### src/rtl/irq_ctrl_pkg.sv
package irq_ctrl_pkg;

   // outcome of an acknowledge strobe
   typedef enum logic [1:0] {
      ACK_IDLE  = 2'd0,
      ACK_SPUR  = 2'd1,
      ACK_TAKE  = 2'd2
   } ack_kind_e;

   function automatic logic is_pow2(input int unsigned v);
      return (v != 0) && ((v & (v - 1)) == 0);
   endfunction

endpackage

### src/rtl/irq_msb_find.sv
// Highest set bit of a small vector; found is low when no bit is set.
module irq_msb_find #(
   parameter int W  = 32,
   localparam int IW = $clog2(W)
) (
   input  logic [W-1:0]  bits,
   output logic          found,
   output logic [IW-1:0] idx
);
   always_comb begin
      found = 1'b0;
      idx   = '0;
      for (int i = 0; i < W; i++) begin
         if (bits[i]) begin
            found = 1'b1;
            idx   = IW'(i);
         end
      end
   end
endmodule

### src/rtl/irq_vec_encode.sv
// Two-level highest-set-bit encoder: per-group finders, then a group select.
module irq_vec_encode #(
   parameter int N   = 256,
   parameter int GRP = 32,
   localparam int NGRP = N / GRP,
   localparam int GW   = $clog2(GRP),
   localparam int SW   = $clog2(NGRP),
   localparam int IW   = $clog2(N)
) (
   input  logic [N-1:0]  bits,
   output logic          any,
   output logic [IW-1:0] top
);
   logic [NGRP-1:0] grp_found;
   logic [GW-1:0]   grp_idx [NGRP];
   logic [SW-1:0]   grp_sel;

   if (!irq_ctrl_pkg::is_pow2(GRP) || GRP < 2 || NGRP < 2) begin : g_bad_cfg
      $error("irq_vec_encode: GRP must be a power of two, at least 2, and below N");
   end

   for (genvar g = 0; g < NGRP; g++) begin : g_grp
      irq_msb_find #(.W(GRP)) u_find (
         .bits  (bits[g*GRP +: GRP]),
         .found (grp_found[g]),
         .idx   (grp_idx[g])
      );
   end

   irq_msb_find #(.W(NGRP)) u_sel (
      .bits  (grp_found),
      .found (any),
      .idx   (grp_sel)
   );

   assign top = {grp_sel, grp_idx[grp_sel]};
endmodule

### src/rtl/irq_ppr_calc.sv
// Processor priority from task priority and highest in-service vector.
module irq_ppr_calc #(
   parameter int VEC_W = 8,
   parameter int CLS_W = 4,
   localparam int SUB_W = VEC_W - CLS_W
) (
   input  logic [VEC_W-1:0] tpr,
   input  logic             isr_any,
   input  logic [VEC_W-1:0] isr_top,
   output logic [VEC_W-1:0] ppr
);
   logic [CLS_W-1:0] isr_cls;
   logic [CLS_W-1:0] tpr_cls;

   assign isr_cls = isr_any ? isr_top[VEC_W-1 -: CLS_W] : '0;
   assign tpr_cls = tpr[VEC_W-1 -: CLS_W];

   always_comb begin
      if (tpr_cls >= isr_cls) ppr = tpr;
      else                    ppr = {isr_cls, {SUB_W{1'b0}}};
   end
endmodule

### src/rtl/irq_prio_ctrl.sv
module irq_prio_ctrl #(
   parameter int NUM_VEC = 256,
   parameter int GRP_W   = 32,
   parameter int CLS_W   = 4,
   parameter int REG_W   = 32,
   parameter int CNT_W   = 16,
   localparam int VEC_W  = $clog2(NUM_VEC),
   localparam int SPR_W  = VEC_W + 1
) (
   input  logic             clk,
   input  logic             rst_n,
   input  logic             req_valid,
   input  logic [VEC_W-1:0] req_vector,
   input  logic             req_level,
   input  logic [REG_W-1:0] wr_data,
   input  logic             tpr_wr,
   input  logic             spur_wr,
   input  logic             ack,
   input  logic             eoi,
   output logic             irq_out,
   output logic             ack_valid,
   output logic [VEC_W-1:0] ack_vector,
   output logic             ack_level,
   output logic [VEC_W-1:0] ppr_out,
   output logic [CNT_W-1:0] event_count
);
   import irq_ctrl_pkg::*;

   localparam logic [SPR_W-1:0] SPR_RST = {1'b0, {VEC_W{1'b1}}};
   localparam logic [NUM_VEC-1:0] ONE_HOT0 = {{(NUM_VEC-1){1'b0}}, 1'b1};

   if (!is_pow2(NUM_VEC) || NUM_VEC < 16) begin : g_bad_num
      $error("irq_prio_ctrl: NUM_VEC must be a power of two, at least 16");
   end
   if (CLS_W < 1 || CLS_W >= VEC_W) begin : g_bad_cls
      $error("irq_prio_ctrl: CLS_W must be between 1 and VEC_W-1");
   end
   if (REG_W < SPR_W) begin : g_bad_reg
      $error("irq_prio_ctrl: REG_W too narrow for the spurious register");
   end

   // state
   logic [NUM_VEC-1:0] irr_q, isr_q, tmr_q;
   logic [VEC_W-1:0]   tpr_q;
   logic [SPR_W-1:0]   svr_q;
   logic [CNT_W-1:0]   cnt_q;
   logic [VEC_W-1:0]   ack_vec_q;
   logic               ack_lvl_q, ack_vld_q;

   // encoders
   logic             irr_any, isr_any;
   logic [VEC_W-1:0] irr_top, isr_top;
   logic [VEC_W-1:0] ppr;

   irq_vec_encode #(.N(NUM_VEC), .GRP(GRP_W)) u_irr_enc (
      .bits (irr_q), .any (irr_any), .top (irr_top)
   );
   irq_vec_encode #(.N(NUM_VEC), .GRP(GRP_W)) u_isr_enc (
      .bits (isr_q), .any (isr_any), .top (isr_top)
   );
   irq_ppr_calc #(.VEC_W(VEC_W), .CLS_W(CLS_W)) u_ppr (
      .tpr (tpr_q), .isr_any (isr_any), .isr_top (isr_top), .ppr (ppr)
   );

   // interrupt line
   logic             sw_en;
   logic [CLS_W-1:0] irr_cls, ppr_cls;
   assign sw_en   = svr_q[VEC_W];
   assign irr_cls = irr_top[VEC_W-1 -: CLS_W];
   assign ppr_cls = ppr[VEC_W-1 -: CLS_W];
   assign irq_out = sw_en && irr_any && ((ppr == '0) || (irr_cls > ppr_cls));

   // acknowledge decision
   ack_kind_e ack_kind;
   logic      tpr_blocks;
   assign tpr_blocks = (tpr_q != '0) && (irr_top <= tpr_q);

   always_comb begin
      if (!ack)                                 ack_kind = ACK_IDLE;
      else if (!sw_en || !irr_any || tpr_blocks) ack_kind = ACK_SPUR;
      else                                      ack_kind = ACK_TAKE;
   end

   // one-hot masks, all from pre-edge state
   logic [NUM_VEC-1:0] take_mask, eoi_mask, req_mask;
   assign take_mask = (ack_kind == ACK_TAKE)  ? (ONE_HOT0 << irr_top)    : '0;
   assign eoi_mask  = (eoi && isr_any)        ? (ONE_HOT0 << isr_top)    : '0;
   assign req_mask  = req_valid               ? (ONE_HOT0 << req_vector) : '0;

   logic [NUM_VEC-1:0] irr_d, isr_d, tmr_d;
   assign irr_d = (irr_q & ~take_mask) | req_mask;
   assign isr_d = (isr_q | take_mask) & ~eoi_mask;
   assign tmr_d = req_level ? (tmr_q | req_mask) : (tmr_q & ~req_mask);

   logic new_arrival;
   assign new_arrival = req_valid && !irr_q[req_vector];

   always_ff @(posedge clk or negedge rst_n) begin
      if (!rst_n) begin
         irr_q <= '0;
         isr_q <= '0;
         tmr_q <= '0;
      end else begin
         irr_q <= irr_d;
         isr_q <= isr_d;
         tmr_q <= tmr_d;
      end
   end

   always_ff @(posedge clk or negedge rst_n) begin
      if (!rst_n) begin
         tpr_q <= '0;
         svr_q <= SPR_RST;
      end else begin
         if (tpr_wr)  tpr_q <= wr_data[VEC_W-1:0];
         if (spur_wr) svr_q <= wr_data[SPR_W-1:0];
      end
   end

   always_ff @(posedge clk or negedge rst_n) begin
      if (!rst_n)           cnt_q <= '0;
      else if (new_arrival) cnt_q <= cnt_q + 1'b1;
   end

   always_ff @(posedge clk or negedge rst_n) begin
      if (!rst_n) begin
         ack_vld_q <= 1'b0;
         ack_vec_q <= '0;
         ack_lvl_q <= 1'b0;
      end else begin
         ack_vld_q <= ack;
         if (ack_kind == ACK_TAKE) begin
            ack_vec_q <= irr_top;
            ack_lvl_q <= tmr_q[irr_top];
         end else if (ack_kind == ACK_SPUR) begin
            ack_vec_q <= svr_q[VEC_W-1:0];
            ack_lvl_q <= 1'b0;
         end
      end
   end

   assign ack_valid   = ack_vld_q;
   assign ack_vector  = ack_vec_q;
   assign ack_level   = ack_lvl_q;
   assign ppr_out     = ppr;
   assign event_count = cnt_q;
endmodule

### config.mk
export PLATFORM = sky130hd
export DESIGN_NAME = irq_prio_ctrl
export DESIGN_NICKNAME = d
export VERILOG_FILES = /design/src/rtl/irq_ctrl_pkg.sv /design/src/rtl/irq_msb_find.sv /design/src/rtl/irq_vec_encode.sv /design/src/rtl/irq_ppr_calc.sv /design/src/rtl/irq_prio_ctrl.sv
export SDC_FILE = /design/constraint.sdc
export NUM_CORES = 2
export LEC_CHECK = 0
export CORE_MARGIN = 2
export CORE_UTILIZATION = 30
export DETAILED_ROUTE_END_ITERATION = 8
export GPL_TIMING_DRIVEN = 1
export PLACE_DENSITY = 0.42
export SLEW_MARGIN = 20
export SYNTH_ARGS = -nofsm -noshare
export SYNTH_HDL_FRONTEND = slang
export SYNTH_HIERARCHICAL = 1
export SYNTH_SLANG_ARGS = --single-unit
### constraint.sdc
create_clock -name clk -period 9 [get_ports clk]
set_clock_uncertainty 0.05 [all_clocks]
set_input_delay 1.8 -clock clk [delete_from_list [all_inputs] [get_ports clk]]
set_output_delay 1.8 -clock clk [all_outputs]
set_load 0.005 [all_outputs]
==> run summary <==
Skew-Pair Late Insertion Delay = 0.73 ns
setup repair after global routing missed its margin = no
Cells after Synth = 4362
CTS tree = done
Setup TNS = 0 ns
CTS Root Cell = clkbuf_16
sequential area share after synthesis = 46.16%
Num CTS Buffers = 98
Int Power = 8.209 mW
Critical Setup Path Class = flop to output port
CP Launch Type = flop
vias in the first global route = 35920
synthesis-stage register bit count = 811
fraction of the cycle the final worst path needs = 97.70%
Distinct cells, synth = 70
switching fraction of total power = 42.20%
Die Wd = 386.9 um
Avg Cell Area, Syn = 10.08 sq um
Post-Synth XOR/XNOR Area = 0.2987%
die height = 386.9 um
Synth Area in Compound Gates = 17.60%
maximum vdd ir drop = 250.4 uV
DR DRC count = 0
vias per cell = 5.682
LEAKAGE = 20.91 nW
max-cap check violation count = 0
Iteration-0 DRC Markers = 3100
Flop pwr share = 30.8%
total gr overflow = 0
most frequent cells after synthesis = dfrtp_1, nor2_1, o21ai_0, mux2_2, clkbuf_1
Psw = 5.993 mW
share of cells above drive strength 1 = 18.33%
EDFF count, synth = 0
DRT Pass-1 Iters = 5
Clock power frac = 28.2%
WL final = 173.4 mm
largest area contributor in the netlist = dfrtp_1
Synthesized Nets = 4427
fmax = 113.7 MHz
CP Capture Type = output port
hold_buf cts = 0
worst hold margin = 0.4221 ns
Post-DRT Antenna Nets = 0
Std-Cell Rows = 140
Synth Cell Area = 0.04399 sq mm
Critical Path AT = 6.94 ns
combinational power share = 41.0%
vias after detailed routing = 35950
post-DP HPWL = 113.1 mm
mux cell area share after synthesis = 16.57%
Starting Density = 30.22%
total track usage = 22.82%
Post-Synth Simple-Gate Area = 15.18%
initial antenna violation count = 5
port buffer count = 59
Post-synth ARST share = 100.0%
most common cell in the netlist = dfrtp_1
# setup viols final = 0
minimum clock period = 8.793 ns
Crit path required time = 7.15 ns
GPL Wtd Cong = 0.8710
largest family of logic cells by synthesized area = compound AO/OA/AOI/OAI gates
Util after Layout = 34.36%
top_reg_cell synth = dfrtp_1
Sink Count = 811
H-Tree Depth = 3
Adder-Cell Fraction of Synth Area = 0.4836%
Worst R2R Setup Slack = 1.55 ns
post-DR wirelength/cell = 27.41 um
clk slew on worst S/H paths = 0.06 ns
Final nets = 4395
status = completed
fillcell total = 14660
total power = 14.20 mW
largest net degree at the start of global routing = 159
yosys warns = 6
Slew HR = 20.77%
layout overhead on the synthesized area = 13.70%
die area = 0.1497 sq mm
Max Slew Vio Count = 0
Cells after DPL = 6146
IO Pins = 83
Longest Clk Path Bufs = 3
top cells by area, synth = dfrtp_1, mux4_2, mux2_2, o21ai_0, nor2_1
Pwr per Cell Area = 284.0 mW/mm^2
global-route wire length before repair = 257.3 mm
Worst Tran Pin Value = 1.188 ns
core footprint = 0.1456 sq mm
endpoints failing hold = 0
Synth top area share = 45.68%
worst hold-check path type = flop to flop
Max FO, Critical Path = 9
Layout Cells excl Fill = 6328
what timing repair did:
item,CTS,global route
pin swaps,0,2
setup buffers,0,1
resized for setup,4,10
gates cloned,0,0
setup endpoints to repair,1,1
layout make-up:
type | count | area (sq um) | area share, %
Multi-Input combinational cell | 3140 | 22280 | 44.56
Sequential cell | 811 | 20310 | 40.60
Clock buffer | 148 | 2900 | 5.799
Tap cell | 1917 | 2399 | 4.796
Timing Repair Buffer | 153 | 1343 | 2.684
Inverter | 126 | 473.0 | 0.9457
Clock inverter | 31 | 304.0 | 0.6079
Antenna cell | 2 | 5.005 | 0.01001
power groups by stage:
| stage | combinational (mW) | sequential [mW] | clock [mW] |
|---|---|---|---|
| after CTS | 5.78 | 4.36 | 4.10 |
| after floorplan | 3.35 | 4.31 | 0 |
| after global routing | 6.14 | 4.43 | 4.25 |
| final | 5.82 | 4.37 | 4.01 |
| after detailed placement | 5.76 | 4.42 | 0 |
| after global placement | 5.76 | 4.41 | 0 |
critical path, stage by stage (launching register included):
cell and delay [ns]:
dfrtp_2 0.45, nor4_4 0.32, and3_4 0.23, nand3_2 0.11, or4_4 0.56, clkinv_1 0.07
a21oi_1 0.08, o31ai_4 0.39, mux4_2 0.58, mux2_2 0.35, and2_2 0.27, ha_1 0.28
nand2b_4 0.15, a2111oi_4 0.34, a21oi_4 0.11, mux2i_2 0.24, inv_1 0.08, ha_1 0.30
nor2b_1 0.15, o21ai_0 0.09, nand2b_1 0.07, a21oi_1 0.06, a41oi_1 0.17, a21oi_1 0.08
nor2_2 0.16, clkdlybuf4s50_1 0.53
cells by family (layout without fill, tap and decap cells):
| family | count (synthesis) | in the layout |
|---|---|---|
| simple gates | 1389 | 1389 |
| compound gates | 1242 | 1242 |
| flops | 811 | 811 |
| mux | 477 | 477 |
| buf+inv | 411 | 458 |
| fa+ha+maj | 17 | 17 |
| xor+xnor | 15 | 15 |
| other cells | 0 | 2 |
final timing paths:
| check | from | to | cells after the start |
|---|---|---|---|
| max | isr_q[88] | irq_out | 25 |
| min | event_count[15] | event_count[15] | 1 |
| max reg2reg | irr_q[248] | isr_q[148] | 18 |
| min reg2reg | event_count[15] | event_count[15] | 1 |
| max in group asynchronous | rst_n | irr_q[179] | 3 |
| min in group asynchronous | rst_n | ack_vector[4] | 1 |
placed cells by master, fill, tap and decap left out, drive strengths merged, types with 99 or more instances in the layout:
cell,netlist,layout
nor3,100,100
nor2,731,731
dfrtp,803,803
inv,124,129
o21ai,594,594
nor4,101,101
buf,44,99
clkbuf,241,148
nand2,176,176
a21oi,234,234
o22a,167,167
mux2,285,285
mux4,166,166
metrics by stage:
stage | instance area (sq um) | worst slack, ns
after floorplan | 43990 | 1.831
after global placement | 46750 | 0.6316
after detailed placement | 46750 | 0.6841
after CTS | 49970 | 0.03606
after global routing | 50010 | 0.01767
final | 50010 | 0.2070
metal layers:
layer	up-vias	part of all wire, %	global-route usage [%]
li1	16000	-	-
met1	18820	46	32.10
met2	935	47	37.26
met3	201	4.2	2.828
met4	0	2.4	5.547
met5	-	0	0
No activity file was read; power rests on OpenSTA's default activity.
